## config.mk

```make
export PLATFORM = sky130hd
export DESIGN_NAME = maint_irq_agg
export DESIGN_NICKNAME = d
export VERILOG_FILES = /design/src/rtl/maint_irq_pkg.sv /design/src/rtl/maint_stat_copy.sv /design/src/rtl/maint_en_reg.sv /design/src/rtl/maint_irq_agg.sv
export SDC_FILE = /design/constraint.sdc
export NUM_CORES = 1
export LEC_CHECK = 0
export CAP_MARGIN = 10
export CORE_MARGIN = 1.5
export CORE_UTILIZATION = 39
export CTS_CLUSTER_SIZE = 16
export DETAILED_ROUTE_END_ITERATION = 8
export PLACE_DENSITY = 0.81
export SYNTH_ARGS = -nofsm -noshare
export SYNTH_HDL_FRONTEND = slang
export SYNTH_SLANG_ARGS = --single-unit
export TNS_END_PERCENT = 10
```

## constraint.sdc

```tcl
create_clock -name clk_i -period 1.2 [get_ports clk_i]
set_input_delay 0.24 -clock clk_i [delete_from_list [all_inputs] [get_ports clk_i]]
set_output_delay 0.24 -clock clk_i [all_outputs]
set_load 0.005 [all_outputs]
```

## src/rtl/maint_irq_pkg.sv

```systemverilog
package maint_irq_pkg;
    localparam int unsigned BIT_MALFUNC   = 0;
    localparam int unsigned BIT_RETRY_A   = 2;
    localparam int unsigned BIT_RETRY_B   = 3;
    localparam int unsigned BIT_TIMER     = 4;
    localparam int unsigned BIT_RETRY_C   = 11;
    localparam int unsigned MIN_STAT_W    = 12;
endpackage

```

## src/rtl/maint_stat_copy.sv

```systemverilog
module maint_stat_copy #(
    parameter int unsigned W = 16
) (
    input  logic         clk_i,
    input  logic         rst_ni,
    input  logic [W-1:0] evt_i,
    input  logic         clr_vld_i,
    input  logic [W-1:0] clr_mask_i,
    input  logic [W-1:0] en_i,
    output logic [W-1:0] status_o,
    output logic         irq_o
);
    typedef struct packed {
        logic [W-1:0] stat;
        logic         irq;
    } st_t;

    st_t st_d, st_q;

    always_comb begin
        st_d = st_q;
        if (clr_vld_i) st_d.stat = st_q.stat & ~clr_mask_i;
        st_d.stat = st_d.stat | evt_i;
        st_d.irq  = |(st_q.stat & en_i);
    end

    always_ff @(posedge clk_i or negedge rst_ni) begin
        if (!rst_ni) st_q <= '0;
        else         st_q <= st_d;
    end

    assign status_o = st_q.stat;
    assign irq_o    = st_q.irq;

    // event beats clear
    a_r5_event_wins: assert property (@(posedge clk_i) disable iff (!rst_ni)
        (|evt_i) |=> ((status_o & $past(evt_i)) == $past(evt_i)));
    // without clear nothing falls
    a_r3_sticky: assert property (@(posedge clk_i) disable iff (!rst_ni)
        !clr_vld_i |=> ((status_o & $past(status_o)) == $past(status_o)));
    // irq follows enabled status one cycle later
    a_r7_irq_timing: assert property (@(posedge clk_i) disable iff (!rst_ni)
        1'b1 |=> (irq_o == |($past(status_o) & $past(en_i))));
endmodule

```

## src/rtl/maint_en_reg.sv

```systemverilog
module maint_en_reg #(
    parameter int unsigned W = 16
) (
    input  logic         clk_i,
    input  logic         rst_ni,
    input  logic         we_i,
    input  logic [W-1:0] wdata_i,
    output logic [W-1:0] en_o
);
    logic [W-1:0] en_d, en_q;

    always_comb begin
        en_d = en_q;
        if (we_i) en_d = wdata_i;
    end

    always_ff @(posedge clk_i or negedge rst_ni) begin
        if (!rst_ni) en_q <= '0;
        else         en_q <= en_d;
    end

    assign en_o = en_q;

    // mask holds without a write
    a_r6_en_hold: assert property (@(posedge clk_i) disable iff (!rst_ni)
        !we_i |=> $stable(en_o));
endmodule

```

## src/rtl/maint_irq_agg.sv

```systemverilog
module maint_irq_agg #(
    parameter int unsigned T = 4,
    parameter int unsigned W = 16
) (
    input  logic           clk_i,
    input  logic           rst_ni,
    input  logic [W-1:0]   evt_i,
    input  logic [T-1:0]   clr_vld_i,
    input  logic [T*W-1:0] clr_mask_i,
    input  logic           en_we_i,
    input  logic [W-1:0]   en_wdata_i,
    output logic [W-1:0]   en_o,
    output logic [T*W-1:0] status_o,
    output logic [T-1:0]   irq_o
);
    import maint_irq_pkg::*;

    initial begin
        if (W < MIN_STAT_W) $error("status width too small for fixed bits");
    end

    logic [W-1:0] en_w;

    maint_en_reg #(.W(W)) u_en (
        .clk_i   (clk_i),
        .rst_ni  (rst_ni),
        .we_i    (en_we_i),
        .wdata_i (en_wdata_i),
        .en_o    (en_w)
    );

    assign en_o = en_w;

    for (genvar t = 0; t < T; t++) begin : g_thr
        maint_stat_copy #(.W(W)) u_copy (
            .clk_i      (clk_i),
            .rst_ni     (rst_ni),
            .evt_i      (evt_i),
            .clr_vld_i  (clr_vld_i[t]),
            .clr_mask_i (clr_mask_i[t*W +: W]),
            .en_i       (en_w),
            .status_o   (status_o[t*W +: W]),
            .irq_o      (irq_o[t])
        );

        // a thread without clear keeps bits other threads clear
        a_r4_isolated: assert property (@(posedge clk_i) disable iff (!rst_ni)
            !clr_vld_i[t] |=> ((status_o[t*W +: W] & $past(status_o[t*W +: W]))
                               == $past(status_o[t*W +: W])));
    end

    // broadcast, all copies see the event
    for (genvar t = 1; t < T; t++) begin : g_bc
        a_r2_broadcast: assert property (@(posedge clk_i) disable iff (!rst_ni)
            1'b1 |=> ((status_o[t*W +: W] & $past(evt_i)) ==
                      (status_o[0 +: W] & $past(evt_i))));
    end
endmodule

```

==> results of run 1 <==
worst max-delay path, delay by kind of cell (launching register included):
kind                   cells  cell delay, ns
AND/OR/NAND/NOR            1            0.16
flip-flops                 1            0.43
AO/OA/AOI/OAI              2            0.56
buffers and inverters      1            0.16
stage by stage:
step / total power [uW] / utilization, %
2_1_floorplan: 3630 / -
3_3_place_gp: 4690 / 67.0
3_5_place_dp: 4730 / 67.0
4_1_cts: 7520 / 76.9
5_1_grt: 7800 / 74.1
6_report: 7510 / 74.1
flip-flops by register name, indices dropped and copies added (netlist names):
signal                 flops
g_thr.u_copy.status_o     64
u_en.en_o                 16
g_thr.u_copy.irq_o         4
layer usage:
metal	global-route usage [%]	up-vias	part of all wire, %
li1	-	1587	-
met2	49.1	149	52
met5	0	-	0
met1	31.9	1817	39
met4	11.5	0	2.0
met3	5.40	23	6.8
worst max path at each step:
stage                         startpoint                         endpoint  slack, ns
6_report        u_en.en_o[2]$_DFFE_PN0P_  g_thr[0].u_copy.irq_o$_DFF_PN0_      -0.25
4_1_cts         u_en.en_o[0]$_DFFE_PN0P_  g_thr[0].u_copy.irq_o$_DFF_PN0_      -0.21
3_5_place_dp    u_en.en_o[5]$_DFFE_PN0P_  g_thr[2].u_copy.irq_o$_DFF_PN0_      -0.27
3_3_place_gp    u_en.en_o[5]$_DFFE_PN0P_  g_thr[2].u_copy.irq_o$_DFF_PN0_      -0.26
5_1_grt        u_en.en_o[15]$_DFFE_PN0P_  g_thr[1].u_copy.irq_o$_DFF_PN0_      -0.29
2_1_floorplan   u_en.en_o[5]$_DFFE_PN0P_  g_thr[0].u_copy.irq_o$_DFF_PN0_       0.12
kinds of logic (layout without fill, tap and decap cells):
group / after synthesis / count (layout) / share of synthesized area (%)
compound gates: 96 / 96 / 22.3
simple gates: 68 / 68 / 7.78
flops: 84 / 84 / 61.6
buf+inv: 14 / 306 / 3.01
mux: 16 / 16 / 5.28
what timing repair did:
item                                    CTS  global route
hold endpoints to repair                 84             0
hold buffers                              1             0
pin swaps                                 1             5
buffers inserted                         73             2
gates resized for setup                 222            84
endpoints found under the setup margin   88            70
where the power goes:
part	internal, uW	leakage [uW]	switching (uW)
clock	1590	0.000133	1020
sequential	3030	0.000857	139
combinational	1060	0.00182	678
total	5680	0.00281	1830
cell usage in the layout, fill, tap and decap left out:
cell type	Yosys	final
sky130_fd_sc_hd__clkdlybuf4s50_1	0	101
sky130_fd_sc_hd__buf_4	8	82
sky130_fd_sc_hd__dfrtp_1	84	78
sky130_fd_sc_hd__nand2_1	64	64
sky130_fd_sc_hd__a21o_1	64	64
sky130_fd_sc_hd__clkbuf_2	4	57
sky130_fd_sc_hd__buf_6	2	22
sky130_fd_sc_hd__buf_2	0	18
sky130_fd_sc_hd__a22o_1	16	16
sky130_fd_sc_hd__mux2_2	16	16
sky130_fd_sc_hd__a221oi_2	0	10
sky130_fd_sc_hd__clkbuf_8	0	9
sky130_fd_sc_hd__a221oi_1	16	6
sky130_fd_sc_hd__buf_12	0	6
sky130_fd_sc_hd__dfrtp_2	0	6
sky130_fd_sc_hd__nand4_1	4	4
sky130_fd_sc_hd__bufinv_16	0	4
sky130_fd_sc_hd__clkdlybuf4s15_1	0	3
sky130_fd_sc_hd__clkinv_2	0	2
sky130_fd_sc_hd__clkinv_4	0	1
sky130_fd_sc_hd__dlygate4sd3_1	0	1
final cells by class:
type	instances	area share, %
timing repair buffer	290	39.0
sequential	84	34.1
multi-input combinational	180	20.5
clock inverter	7	2.25
tap	105	2.13
clock buffer	9	2.00
==> results.toml, run 1 <==
[cells_and_area]
multi_input_comb_area_sq_um = 1270
num-nets-final = 668
final_cell_count_no_fill = 675
final_layout_size_suffix_gt1_share_pct = 40.9
flow.area_growth_from_synthesis_pct = 81.3
layout.area.seq_sq_um = 2110
stdcell_area_sq_um = 6180
nFillCells = 577
insertedDiodeCount = 0

[global_route]
initial_antenna_violation_count = 0
grt_start_max_net_pins = 56
grt_pass1_wl_mm = 18.6
grt_pass1_vias = 3669
grt_remaining_overflow = 0
grt_util_all_layers_pct = 27.4

[clocking]
max-clock-path-buffers = 2
clock_tree.htree_level_count = 3
clk_root_buffer_cell = "sky130_fd_sc_hd__clkbuf_8"
clk_latency_ns = 0.34
clock_tree_from_tritoncts = "yes"
cts.clk_slew.worst_paths_ns = 0.08
cts_made_buffers = 9
clock_sinks = 84

[placed_design]
placed_cell_areas_sq_um = 5580
detailedPlace.worstSlack_ns = -0.269
dpl.hpwl_mm = 8.39
numPortBuffers = 186
placed_cells = 583
rd_place_congestion = 0.818

[yosys]
mappedNetlistNets = 381
synth.ff_latch_count = 84
synth.top_cells.by_count = "sky130_fd_sc_hd__dfrtp_1, sky130_fd_sc_hd__a21o_1, sky130_fd_sc_hd__nand2_1"
yosys_warnings = 0
count_of_flip_flops_with_a_built_in_enable_after_synthesis = 0
fraction_of_post_synthesis_cell_area_in_the_top_cell_type_by_area_pct = 61.6
synth_area_leaders = "sky130_fd_sc_hd__dfrtp_1, sky130_fd_sc_hd__a21o_1, sky130_fd_sc_hd__nand2_1"
async_reset_ff_share_pct = 100
yosysMostFrequentCell = "sky130_fd_sc_hd__dfrtp_1"
yosysSeqAreaShare_pct = 61.6
top_flip_flop_cell_by_instance_count_after_synthesis = "sky130_fd_sc_hd__dfrtp_1"
netlist_instances = 278
syn_area_per_cell_sq_um = 12.3
synthDistinctLibCells = 10
synthesis.area_sq_um = 3410
synth_largest_area_cell = "sky130_fd_sc_hd__dfrtp_1"

[worst_setup_path]
critical-path-max-stage-delay_ns = 0.43
worst-setup-path-type = "flop to flop"
critPathArrivalTime_ns = 1.65
endpoint_type_of_the_worst_setup_path = "flop"
r2r.worst_path.cells = 4
reg2reg_slack_ns = -0.25
critical_path_required_ns = 1.40
timing.critical_path.from_type = "flop"
crit_chain = "buf_4 -> a22o_1 -> a221oi_1 -> nand4_1"
timing.rr.end = "g_thr[0].u_copy.irq_o$_DFF_PN0_"
cell_type_of_the_slowest_stage_on_the_worst_timing_path = "sky130_fd_sc_hd__dfrtp_2"
timing.critical_path.fanout_max = 5
rr_startpoint = "u_en.en_o[2]$_DFFE_PN0P_"

[pwr]
static-leakage-power_uw = 0.00281
p_per_area_nw_per_um2 = 1210
max-vdd-ir-drop_uv = 610

[detailed_routing]
post-route-drc-count = 0
finalWirelength_mm = 12.7
via_to_cell_ratio = 5.30
drt-initial-drc-count = 145
final_antenna_net_count = 0
route.vias.total = 3576
drt_first_pass_iters = 4
routed_length_per_instance_um = 18.8

[timing]
grt_setup_unrepaired = "true"
final_period_minus_worst_setup_slack_ns = 1.45
finalClockSkew_ns = 0.00992
finalCritPeriodShare_pct = 121
maxClockFrequency_mhz = 688
max_slew.worst_pin.slew_ns = 0.383
layout_setup_ws_ns = -0.254
timing.slew.headroom_pct = 74.5
fin_worst_hold_slack_ns = 0.426
finalHoldViolations = 0
finalSetupViolations = 13
final_max_slew_viol_count = 0
tns_ns = -0.952

[hold_path]
worstHoldPathType = "input port to async pin"

[floorplanning]
row_count = 33
die_h_um = 96.5
core_sq_um = 8340
floorplan.die.width_um = 96.5
floorplan.die_area_sq_um = 9320
starting_utilization_of_the_core_area_pct = 40.9
ios = 187

[flow_run]
maxCapViolations = 0

[run_status]
violations = "negative setup slack"
outcome = "finished, violations left"
(Power assumes the default switching activity.)
==> run 2, diff against run 1 <==
--- a/config.mk
+++ b/config.mk
@@ -10,6 +10,7 @@
 export CORE_UTILIZATION = 39
 export CTS_CLUSTER_SIZE = 16
 export DETAILED_ROUTE_END_ITERATION = 8
+export MAX_ROUTING_LAYER = met4
 export PLACE_DENSITY = 0.81
 export SYNTH_ARGS = -nofsm -noshare
 export SYNTH_HDL_FRONTEND = slang
==> results.toml, run 2 (synthesis gave the netlist of run 1 again) <==
[run_status]
outcome = "finished, violations left"
violations = "negative setup slack"

[detailed_routing]
route.vias.total = 3558
finalWirelength_mm = 12.8
via_to_cell_ratio = 5.27
drt-initial-drc-count = 128
routed_length_per_instance_um = 18.9
post-route-drc-count = 0
drt_first_pass_iters = 4
final_antenna_net_count = 0

[clocking]
clock_tree_from_tritoncts = "yes"
clk_root_buffer_cell = "sky130_fd_sc_hd__clkbuf_8"
max-clock-path-buffers = 2
cts_made_buffers = 9
clk_latency_ns = 0.34
clock_sinks = 84
clock_tree.htree_level_count = 3
cts.clk_slew.worst_paths_ns = 0.08

[global_route]
grt_util_all_layers_pct = 28.3
grt_start_max_net_pins = 56
grt_remaining_overflow = 0
grt_pass1_wl_mm = 18.6
initial_antenna_violation_count = 0
grt_pass1_vias = 3664

[worst_setup_path]
reg2reg_slack_ns = -0.26
timing.critical_path.from_type = "flop"
timing.rr.end = "g_thr[0].u_copy.irq_o$_DFF_PN0_"
critical-path-max-stage-delay_ns = 0.43
r2r.worst_path.cells = 4
endpoint_type_of_the_worst_setup_path = "flop"
worst_setup_path_start = "u_en.en_o[2]$_DFFE_PN0P_"
critPathArrivalTime_ns = 1.66
critical_path_buffer_and_inverter_count = 1
cell_type_of_the_slowest_stage_on_the_worst_timing_path = "sky130_fd_sc_hd__dfrtp_2"
cpLargestDelayFamily = "compound AO/OA/AOI/OAI gates"
worst-setup-path-type = "flop to flop"
critical_path_depth = 4
timing.critical_path.fanout_max = 5
rr_startpoint = "u_en.en_o[2]$_DFFE_PN0P_"
crit_chain = "buf_4 -> a22o_1 -> a221oi_1 -> nand4_1"
critical_path_required_ns = 1.39
critical_path.endpoint = "g_thr[0].u_copy.irq_o$_DFF_PN0_"

[floorplanning]
floorplan.die.width_um = 96.5
row_count = 33
die_h_um = 96.5
floorplan.die_area_sq_um = 9320
starting_utilization_of_the_core_area_pct = 40.9
ios = 187
core_sq_um = 8340

[timing]
max_slew.worst_pin.slew_ns = 0.379
grt_setup_unrepaired = "true"
finalCritPeriodShare_pct = 122
layout_setup_ws_ns = -0.265
finalSetupViolations = 14
timing.slew.headroom_pct = 74.8
final_period_minus_worst_setup_slack_ns = 1.46
final_max_slew_viol_count = 0
maxClockFrequency_mhz = 683
finalClockSkew_ns = 0.00647
finalHoldViolations = 0

[cells_and_area]
layout.cells.most_common = "sky130_fd_sc_hd__clkdlybuf4s50_1"
most-common-layout-cells = "sky130_fd_sc_hd__clkdlybuf4s50_1, sky130_fd_sc_hd__buf_4, sky130_fd_sc_hd__dfrtp_1"
layout.area.seq_sq_um = 2110
final_cell_count_no_fill = 675
nFillCells = 574
multi_input_comb_area_sq_um = 1270
num-nets-final = 668
post-route-util_pct = 73.9
largest_register_ff_count = 64
flow.area_growth_from_synthesis_pct = 80.8
insertedDiodeCount = 0
final_layout_size_suffix_gt1_share_pct = 40.9

[flow_run]
maxCapViolations = 0

[pwr]
power.total_uw = 7490
max-vdd-ir-drop_uv = 617
static-leakage-power_uw = 0.00280
p_per_area_nw_per_um2 = 1210

[placed_design]
placed_cells = 583
rd_place_congestion = 0.830
dpl.hpwl_mm = 8.39
numPortBuffers = 186

[hold_path]
worstHoldPathType = "input port to async pin"
## run 2: stage by stage
step,worst slack [ns],hold slack [ns],cell area [sq um],TNS [ns]
2_1_floorplan,0.120,-0.0556,3410,0
3_3_place_gp,-0.259,0.251,5580,-8.21
3_5_place_dp,-0.269,0.254,5580,-9.94
4_1_cts,-0.206,0.438,6410,-1.70
5_1_grt,-0.292,0.462,6170,-1.64
6_report,-0.265,0.426,6170,-0.977
## run 2: repair_timing
action,CTS,global route
setup endpoints to repair,88,70
resized for setup,222,80
pin swaps,1,6
hold buffers,1,0
endpoints found under the hold margin,84,0
setup buffers,73,2
## run 2: where the power goes
part           switching, uW  internal (uW)
Sequential               138           3030
Combinational            679           1050
Clock                   1010           1590
Total                   1820           5670
## run 2: worst min path at each step
stage | cells past startpoint | end | start | slack (ns)
finish | 3 | g_thr[0].u_copy.status_o[6]$_DFF_PN0_ | rst_ni | 0.43
global route | 3 | g_thr[0].u_copy.status_o[6]$_DFF_PN0_ | rst_ni | 0.46
CTS | 3 | g_thr[0].u_copy.status_o[6]$_DFF_PN0_ | rst_ni | 0.44
detailed placement | 2 | g_thr[0].u_copy.status_o[6]$_DFF_PN0_ | rst_ni | 0.25
global placement | 2 | g_thr[2].u_copy.status_o[8]$_DFF_PN0_ | rst_ni | 0.25
floorplan | 0 | g_thr[0].u_copy.irq_o$_DFF_PN0_ | rst_ni | -0.06
## run 2: per-layer routing
| metal | GRT usage [%] | up-vias | wire, um |
|---|---|---|---|
| li1 | - | 1578 | - |
| met3 | 4.85 | 22 | 850 |
| met2 | 49.0 | 154 | 6560 |
| met4 | 11.5 | 0 | 242 |
| met5 | - | - | 0 |
| met1 | 32.4 | 1804 | 5100 |
## run 2: cell type report
type                    instances  area share, %
flip-flops and latches         84           34.2
clock buffers                   9           2.01
repair buffers                290           38.8
clock inverters                 7           2.25
multi-input cells             180           20.6
well taps                     105           2.13
## run 2: tightest hold or removal path, cell delays in order
cell and delay, ns:
sky130_fd_sc_hd__dlygate4sd3_1 0.53, sky130_fd_sc_hd__buf_4 0.13, sky130_fd_sc_hd__buf_12 0.26
==> run 3, diff against run 2 <==
--- a/config.mk
+++ b/config.mk
@@ -6,12 +6,13 @@
 export NUM_CORES = 1
 export LEC_CHECK = 0
 export CAP_MARGIN = 10
-export CORE_MARGIN = 1.5
+export CORE_MARGIN = 2
 export CORE_UTILIZATION = 39
 export CTS_CLUSTER_SIZE = 16
 export DETAILED_ROUTE_END_ITERATION = 8
 export MAX_ROUTING_LAYER = met4
 export PLACE_DENSITY = 0.81
+export SLEW_MARGIN = 15
 export SYNTH_ARGS = -nofsm -noshare
 export SYNTH_HDL_FRONTEND = slang
 export SYNTH_SLANG_ARGS = --single-unit
==> results.toml, run 3 (synthesis gave the netlist of run 1 again) <==
[worst_setup_path]
timing.rr.end = "g_thr[0].u_copy.irq_o$_DFF_PN0_"
critPathArrivalTime_ns = 1.58
critical_path_required_ns = 1.42
worst-setup-path-type = "flop to flop"
rr_startpoint = "u_en.en_o[12]$_DFFE_PN0P_"
timing.critical_path.from_type = "flop"
reg2reg_slack_ns = -0.16
endpoint_type_of_the_worst_setup_path = "flop"
r2r.worst_path.cells = 5
timing.critical_path.fanout_max = 5

[timing]
final_period_minus_worst_setup_slack_ns = 1.36
final_max_slew_viol_count = 0
finalCritPeriodShare_pct = 113
max_slew.worst_pin.slew_ns = 0.448
layout_setup_ws_ns = -0.156
finalSetupViolations = 9
finalHoldViolations = 0
timing.slew.headroom_pct = 70.1
grt_setup_unrepaired = "true"
finalClockSkew_ns = 0.0117
maxClockFrequency_mhz = 738

[pwr]
seq_power_share_pct = 43.3
p_int_uw = 5440
share_comb_of_total_power_pct = 22.7
max-vdd-ir-drop_uv = 524
power.share.clock_pct = 33.9
static-leakage-power_uw = 0.00275
power.share.switching_pct = 25.6
switching_power_uw = 1870
p_per_area_nw_per_um2 = 1200

[cells_and_area]
flow.area_growth_from_synthesis_pct = 77.9
multi_input_comb_area_sq_um = 1280
nFillCells = 629
layout.cells.most_common = "sky130_fd_sc_hd__clkdlybuf4s50_1"
stdcell_area_sq_um = 6070
final_layout_size_suffix_gt1_share_pct = 40.8
most-common-layout-cells = "sky130_fd_sc_hd__clkdlybuf4s50_1, sky130_fd_sc_hd__buf_4, sky130_fd_sc_hd__dfrtp_1"
insertedDiodeCount = 0
final_cell_count_no_fill = 672
layout.area.seq_sq_um = 2110
largest_register_ff_count = 64
num-nets-final = 662

[floorplanning]
die_h_um = 97.5
row_count = 34
floorplan.die_area_sq_um = 9510
starting_utilization_of_the_core_area_pct = 39.7
ios = 187
core_sq_um = 8590
floorplan.die.width_um = 97.5

[detailed_routing]
drt_first_pass_iters = 4
final_antenna_net_count = 0
routed_length_per_instance_um = 18.2
post-route-drc-count = 0
via_to_cell_ratio = 5.14
route.vias.total = 3454
drt-initial-drc-count = 113
finalWirelength_mm = 12.2

[global_route]
initial_antenna_violation_count = 0
grt_pass1_wl_mm = 19.2
grt_util_all_layers_pct = 26.6
grt_start_max_net_pins = 85
grt_remaining_overflow = 0
grt_pass1_vias = 3778

[flow_run]
maxCapViolations = 0

[clocking]
cts_made_buffers = 9
cts.clk_slew.worst_paths_ns = 0.09
clock_sinks = 84
max-clock-path-buffers = 2
clock_tree.htree_level_count = 3
clock_tree_from_tritoncts = "yes"
clk_root_buffer_cell = "sky130_fd_sc_hd__clkbuf_8"
clk_latency_ns = 0.36

[hold_path]
worstHoldPathType = "input port to async pin"

[placed_design]
placed_cells = 578
placed_cell_areas_sq_um = 5520
rd_place_congestion = 0.866
numPortBuffers = 186
dpl.hpwl_mm = 8.17

[run_status]
outcome = "finished, violations left"
violations = "negative setup slack"
-- run 3: changes by cell type in the layout (fill, tap and decap cells not counted), moves of 2 or more --
cell	before	now
sky130_fd_sc_hd__dfrtp_1	78	80
sky130_fd_sc_hd__a221oi_2	10	12
sky130_fd_sc_hd__buf_6	18	12
sky130_fd_sc_hd__clkbuf_2	57	62
sky130_fd_sc_hd__dfrtp_2	6	4
sky130_fd_sc_hd__clkdlybuf4s15_1	3	0
sky130_fd_sc_hd__a221oi_1	6	4
-- run 3: worst max-delay path, cell delays in order (launching register included) --
cell,delay (ns)
sky130_fd_sc_hd__dfrtp_1,0.40
sky130_fd_sc_hd__buf_6,0.13
sky130_fd_sc_hd__a22o_1,0.21
sky130_fd_sc_hd__a221oi_2,0.25
sky130_fd_sc_hd__buf_4,0.16
sky130_fd_sc_hd__nand4_1,0.08
-- run 3: worst max-delay path by stage --
stage / from / to / slack, ns / depth (start not counted)
final: u_en.en_o[12]$_DFFE_PN0P_ / g_thr[0].u_copy.irq_o$_DFF_PN0_ / -0.16 / 5
after global routing: u_en.en_o[2]$_DFFE_PN0P_ / g_thr[3].u_copy.irq_o$_DFF_PN0_ / -0.18 / 4
after CTS: u_en.en_o[12]$_DFFE_PN0P_ / g_thr[0].u_copy.irq_o$_DFF_PN0_ / -0.17 / 5
after detailed placement: u_en.en_o[5]$_DFFE_PN0P_ / g_thr[0].u_copy.irq_o$_DFF_PN0_ / -0.26 / 4
after global placement: u_en.en_o[5]$_DFFE_PN0P_ / g_thr[0].u_copy.irq_o$_DFF_PN0_ / -0.21 / 4
after floorplan: u_en.en_o[5]$_DFFE_PN0P_ / g_thr[0].u_copy.irq_o$_DFF_PN0_ / 0.12 / 3
-- run 3: power groups by stage --
| stage | registers, uW | logic, uW | clock network, uW |
|---|---|---|---|
| after floorplan | 3270 | 366 | 0 |
| after global placement | 3280 | 1370 | 0 |
| after detailed placement | 3290 | 1390 | 0 |
| after CTS | 3160 | 1670 | 2510 |
| after global routing | 3190 | 1770 | 2650 |
| final | 3160 | 1660 | 2480 |
-- run 3: per-stage QoR --
step	total power, uW	setup slack [ns]	TNS [ns]	hold WS [ns]	util (%)
after global routing	7620	-0.180	-1.07	0.459	70.6
after floorplan	3630	0.120	0	-0.0556	-
final	7300	-0.156	-0.759	0.440	70.6
after global placement	4650	-0.212	-7.73	0.304	64.2
after CTS	7340	-0.167	-1.41	0.459	73.2
after detailed placement	4680	-0.256	-8.73	0.307	64.2
-- run 3: area by class of cell --
type / count / share of cell area [%]
timing repair buffer: 284 / 37.9
sequential: 84 / 34.7
multi-input combinational: 180 / 21.1
tap: 108 / 2.23
clock buffer: 9 / 2.04
clock inverter: 7 / 2.02
-- run 3: repair_timing --
item                                   in CTS  in global routing
hold buffers                                1                  0
pin swaps                                   4                 10
setup buffers                              72                  5
gates resized for setup                   217                 81
endpoints found under the hold margin      84                  0
setup endpoints to repair                  88                 71
-- run 3: layer usage --
metal	share of wire (%)	wire length (um)	vias up	GRT usage (%)
met2	51	6280	173	45.3
met1	40	4870	1698	31.4
met3	6.9	841	18	5.61
met5	0	0	-	-
li1	-	-	1565	-
met4	2.1	261	0	9.40
